$ cat config.mk
export PLATFORM = sky130hd
export DESIGN_NAME = opnd_cascade_stage
export DESIGN_NICKNAME = d
export VERILOG_FILES = /design/src/rtl/opnd_stage_pkg.sv /design/src/rtl/opnd_src_sel.sv /design/src/rtl/opnd_ctrl_res.sv /design/src/rtl/opnd_pipe_reg.sv /design/src/rtl/opnd_cascade_stage.sv
export SDC_FILE = /design/constraint.sdc
export NUM_CORES = 1
export LEC_CHECK = 0
export ABC_AREA = 1
export ABC_CLOCK_PERIOD_IN_PS = 1750
export BUFFER_PORTS_ARGS = -buffer_cell sky130_fd_sc_hd__buf_4
export CORE_UTILIZATION = 38
export CTS_CLUSTER_SIZE = 40
export DETAILED_ROUTE_END_ITERATION = 16
export GPL_TIMING_DRIVEN = 0
export PLACE_DENSITY = 0.81
export SYNTH_ARGS = -nofsm -noshare
export SYNTH_HDL_FRONTEND = slang
export SYNTH_SLANG_ARGS = --single-unit
$ cat constraint.sdc
create_clock -name clk_i -period 1.75 [get_ports clk_i]
set_input_delay 0.35 -clock clk_i [delete_from_list [all_inputs] [get_ports clk_i]]
set_output_delay 0.35 -clock clk_i [all_outputs]
set_load 0.02 [all_outputs]
$ cat src/rtl/opnd_stage_pkg.sv
package opnd_stage_pkg;
  typedef struct packed {
    logic clr;
    logic en1;
    logic en2;
  } stage_ctrl_t;

  localparam int unsigned MAX_DEPTH = 2;
endpackage

$ cat src/rtl/opnd_src_sel.sv
module opnd_src_sel #(
  parameter int unsigned W        = 30,
  parameter bit          SRC_CASC = 1'b0
) (
  input  logic [W-1:0] direct_i,
  input  logic [W-1:0] casc_i,
  output logic [W-1:0] sel_o
);
  logic unused_in;

  if (SRC_CASC) begin : g_casc
    assign sel_o     = casc_i;
    assign unused_in = ^direct_i;
  end else begin : g_direct
    assign sel_o     = direct_i;
    assign unused_in = ^casc_i;
  end
endmodule

$ cat src/rtl/opnd_ctrl_res.sv
module opnd_ctrl_res
  import opnd_stage_pkg::*;
#(
  parameter bit HAS_GLOBAL = 1'b0
) (
  input  logic        en1_i,
  input  logic        en2_i,
  input  logic        clr_i,
  input  logic        glb_en_i,
  input  logic        glb_clr_i,
  output stage_ctrl_t ctrl_o
);
  logic unused_ctrl;

  if (HAS_GLOBAL) begin : g_global
    // global pins override every local clear and enable
    assign ctrl_o.clr  = glb_clr_i;
    assign ctrl_o.en1  = glb_en_i;
    assign ctrl_o.en2  = glb_en_i;
    assign unused_ctrl = ^{en1_i, en2_i, clr_i};
  end else begin : g_local
    assign ctrl_o.clr  = clr_i;
    assign ctrl_o.en1  = en1_i;
    assign ctrl_o.en2  = en2_i;
    assign unused_ctrl = ^{glb_en_i, glb_clr_i};
  end
endmodule

$ cat src/rtl/opnd_pipe_reg.sv
module opnd_pipe_reg #(
  parameter int unsigned W = 30
) (
  input  logic         clk_i,
  input  logic         rst_ni,
  input  logic         clr_i,
  input  logic         en_i,
  input  logic [W-1:0] d_i,
  output logic [W-1:0] q_o
);
  always_ff @(posedge clk_i or negedge rst_ni) begin
    if (!rst_ni) begin
      q_o <= '0;
    end else if (clr_i) begin
      // clear wins over enable
      q_o <= '0;
    end else if (en_i) begin
      q_o <= d_i;
    end
  end
endmodule

$ cat src/rtl/opnd_cascade_stage.sv
module opnd_cascade_stage
  import opnd_stage_pkg::*;
#(
  parameter int unsigned W          = 30,
  parameter int unsigned DEPTH      = 2,
  parameter int unsigned CASC_DEPTH = 1,
  parameter bit          SRC_CASC   = 1'b0,
  parameter bit          HAS_GLOBAL = 1'b0
) (
  input  logic         clk_i,
  input  logic         rst_ni,
  input  logic [W-1:0] direct_i,
  input  logic [W-1:0] casc_i,
  input  logic         en1_i,
  input  logic         en2_i,
  input  logic         clr_i,
  input  logic         glb_en_i,
  input  logic         glb_clr_i,
  output logic [W-1:0] oper_o,
  output logic [W-1:0] casc_o
);
  localparam int unsigned NTAP = DEPTH + 1;

  if (DEPTH > MAX_DEPTH || CASC_DEPTH > DEPTH) begin : g_bad_cfg
    $error("opnd_cascade_stage: needs DEPTH <= 2 and CASC_DEPTH <= DEPTH");
  end

  stage_ctrl_t ctrl;
  logic [W-1:0] tap [NTAP];

  opnd_src_sel #(
    .W        (W),
    .SRC_CASC (SRC_CASC)
  ) u_src_sel (
    .direct_i (direct_i),
    .casc_i   (casc_i),
    .sel_o    (tap[0])
  );

  opnd_ctrl_res #(
    .HAS_GLOBAL (HAS_GLOBAL)
  ) u_ctrl_res (
    .en1_i     (en1_i),
    .en2_i     (en2_i),
    .clr_i     (clr_i),
    .glb_en_i  (glb_en_i),
    .glb_clr_i (glb_clr_i),
    .ctrl_o    (ctrl)
  );

  for (genvar i = 1; i < NTAP; i++) begin : g_stage
    logic stg_en;
    // stage 1 uses en1, stage 2 uses en2
    assign stg_en = (i == 1) ? ctrl.en1 : ctrl.en2;

    opnd_pipe_reg #(
      .W (W)
    ) u_reg (
      .clk_i  (clk_i),
      .rst_ni (rst_ni),
      .clr_i  (ctrl.clr),
      .en_i   (stg_en),
      .d_i    (tap[i-1]),
      .q_o    (tap[i])
    );
  end

  // tap shares the main chain, no extra registers
  assign oper_o = tap[DEPTH];
  assign casc_o = tap[CASC_DEPTH];
endmodule

# == Word-level counts from Yosys, hierarchy flattened ==
# Cells that the tools add are included.
# word_totals
out_inout_bits,60
in_bits,67
wordCells,8
ff_bits,60
# classes
mux,4
reduce_logical,2
# ops
op,count
$mux 30,4
$reduce_bool 2->1,2

# == Logic depth before layout (Yosys ltp) ==
# depth
ltp_word,2
ltp_mapped,4
depth_no_buf,3

# == Hierarchy ==
# Synthesis repeated with hierarchy kept, for this count alone.
# hier_totals
hier_cells,295
hier_area_um2,2772.7
# modules_own_cells
module,seq_area_each_um2,instances,area_each_um2,cells_per_inst
opnd_pipe_reg,750.7,2,1262.5,131
opnd_src_sel,0.0,1,225.2,30
opnd_ctrl_res,0.0,1,22.5,3

# == Worst setup path before layout ==
# Ideal clock, no wire load.
# synth_path
path_kind,input to register
start,input port clr_i
end,register g_stage[1].u_reg.q_o[0]
setup_ps,65
path_slack_ps,920
required_time_ps,1685
arrival_time_ps,764
path_stages,4
path_buffers,1
cell_sequence,nor2_1 buf_2 nand2_1 nand2_1
# synth_via
elab_chain_cells,1
word_cells_on_any_way,2
classes_between,mux: 1; reduce/logical: 1
# synth_rtl
item,line_no,text
from (decl),opnd_cascade_stage.sv:16,"input logic clr_i,"
$mux 30 / $reduce_bool 2->1 (equally long branches),n/a,
to (signal assigned),opnd_pipe_reg.sv:18,q_o <= d_i;
to (decl),opnd_pipe_reg.sv:9,output logic [W-1:0] q_o
# Several ways; a longest one is shown, not always the timed one.
# A chain may end at the register's enable or synchronous reset.

# == Worst setup path after layout ==
# layout_path
start,register g_stage[1].u_reg.q_o[19]
end,output port casc_o[19]
# layout_rtl
item,line_no,text
to (decl),opnd_cascade_stage.sv:20,output logic [W-1:0] casc_o
# No word-level cell between the ends.

==> results.ini <==
[timing]
fmax_mhz = 798
min_period_over_period_pct = 71.6
tightest_slew_ps = 757
relSlewSlack_pct = 49.5
rsz0062_at_grt = false
fin_setup_tns_ps = 0
slew_violations = 0
fin_skew_ps = 5.81
fin_crit_ps = 1250
setup_viol = 0
setup_ws_ps = 497
final-hold-violation-count = 0

[place]
dp_slack_ps = 633
gp_congestion = 0.710
post-dp-hpwl_mm = 4.15
port_buffers = 94

[cts]
hold_buffers = 0
cts_buffer_depth = 2
cts_buffers = 9
cts.sink_count = 60
cts-root-buf = clkbuf_8
cts_tree = yes
htreeDepth = 3
clk_pin_slew_ps = 60
clock_latency_ps = 320
ctsResizeCount = 0
post_cts_buffers = 0

[setup_path]
timing.rr.start = g_stage[1].u_reg.q_o[29]
timing.rr.end = g_stage[2].u_reg.q_o[29]
path_buf_inv = 1
cp_top_family = flip-flops
arrival_ps = 900
crit_type = reg -> out
slowest_delay_ps = 410
reg2reg_depth = 2
endpoint_kind = output pin
crit_path_start_kind = register
crit_fanout = 3
critical_path.startpoint = g_stage[1].u_reg.q_o[19]
worstSetupEndpoint = casc_o[19]
cp_data_required_time_ps = 1400
path_cells = buf_4
cp.depth = 1
r2r_slack_ps = 1080
slowest_stage = dfrtp_1

[route]
routed_wl_mm = 6.11
avgViaCountPerCell = 4.78
postRouteAntennaNets = 0
wl_per_cell_um = 13.7
drtIter0Drc = 111
drc = 0
vias = 2129
first_pass_iters = 5

[floorplanning]
die_y_um = 80.7
rows = 28
ios = 127
die-width_um = 80.7
initial_core_util_pct = 39.5
die_area_um2 = 6510
core_area_um2 = 5960

[hold_path]
min_path_type = in -> async

[pwr]
ir_worst_vdd_v = 0.000440
p_seq_share_pct = 47.2
p_sw_share_pct = 24.6
clkPwrFrac_pct = 39.9
power_density_nw_per_um2 = 943
internal_power_mw = 2.39
leakage_nw = 1.97
p_switching_uw = 777
comb_power_share_pct = 12.9

[cells_and_area]
antenna_cells = 0
syn_to_final_growth_pct = 42.6
reg_top3 = g_stage.u_reg.q_o (60)
drive_above_1_share_pct = 34.1
top_register = g_stage.u_reg.q_o
fin_nets = 433
largest_register_ff_count = 60

[grt]
antenna_found_initial = 0
grt.overflow.total = 0
grt_max_degree = 61
grt_pass1_wl_mm = 9.87
track_usage_pct = 20.7
grt_pass1_vias = 2047

[synthesis]
synth_cell_types = 6
syn_inst = 261
ys_warn_count = 0
syn_nets = 328
yosysSeqAreaShare_pct = 63.8
syn_area_um2 = 2350
ys_seq_elements = 60
syn_area_per_cell_um2 = 9.02

[status]
outcome = finished, final reports clean

[flow_run]
max_cap_violations = 0

## stage by stage
step           hold WS (ps)  util [%]  total power, mW  area [µm²]  std cells
3_3_place_gp            456      52.9             1.92        3150        430
6_report               88.6      56.3             3.16        3360        445
4_1_cts                 110      56.3             3.21        3360        445
5_1_grt                 152      56.3             3.31        3360        445
3_5_place_dp            464      52.9             1.93        3150        430
2_1_floorplan          54.4         -             1.70        2350        261
## layout make-up
type	instances	area, µm²
Buffer	18	90.1
Clock buffer	14	173
Clock inverter	1	30.0
Fill cell	553	2600
Inverter	1	3.75
Multi-Input combinational cell	182	758
Sequential cell	60	1500
Tap cell	75	93.8
Timing Repair Buffer	94	706
## worst min path at each step
stage,cells past startpoint,to,slack [ps]
5_1_grt,1,g_stage[1].u_reg.q_o[18],150
4_1_cts,1,g_stage[1].u_reg.q_o[7],110
3_3_place_gp,1,g_stage[2].u_reg.q_o[12],460
2_1_floorplan,0,g_stage[1].u_reg.q_o[0],50
6_report,1,g_stage[2].u_reg.q_o[12],90
3_5_place_dp,2,g_stage[2].u_reg.q_o[1],460
## routing by layer
metal | wire length, µm | part of all wire [%] | up-vias | track usage (%)
met2 | 2960 | 48 | 74 | 32.5
met5 | 0 | 0 | - | 0
met3 | 442 | 7.2 | 4 | 5.45
li1 | - | - | 1042 | -
met1 | 2670 | 44 | 1009 | 26.2
met4 | 38 | 0.62 | 0 | 10.5
## power groups by stage
stage	registers [mW]	logic, mW	clock network, mW
4_1_cts	1.49	0.415	1.30
3_5_place_dp	1.52	0.415	0
5_1_grt	1.50	0.450	1.36
2_1_floorplan	1.59	0.111	0
6_report	1.49	0.408	1.26
3_3_place_gp	1.52	0.407	0
## Yosys cell counts
library cell / instances / share of area [%]
nand2_1: 120 / 19
dfrtp_1: 60 / 64
nand3_1: 60 / 13
buf_2: 18 / 3.8
nor2_1: 2 / 0.32
inv_2: 1 / 0.16
## kinds of logic after synthesis
logic type,Yosys count,share of synthesized area (%)
simple gates,182,32.2
flops,60,63.8
buf+inv,19,3.99
## placed cells by master (no fill, tap or decap), drive strengths merged
cell,instances
nand2,120
buf,112
nand3,60
dfrtp,60
clkbuf,14
nor2,2
inv,1
bufinv,1
(Power assumes the default switching activity.)
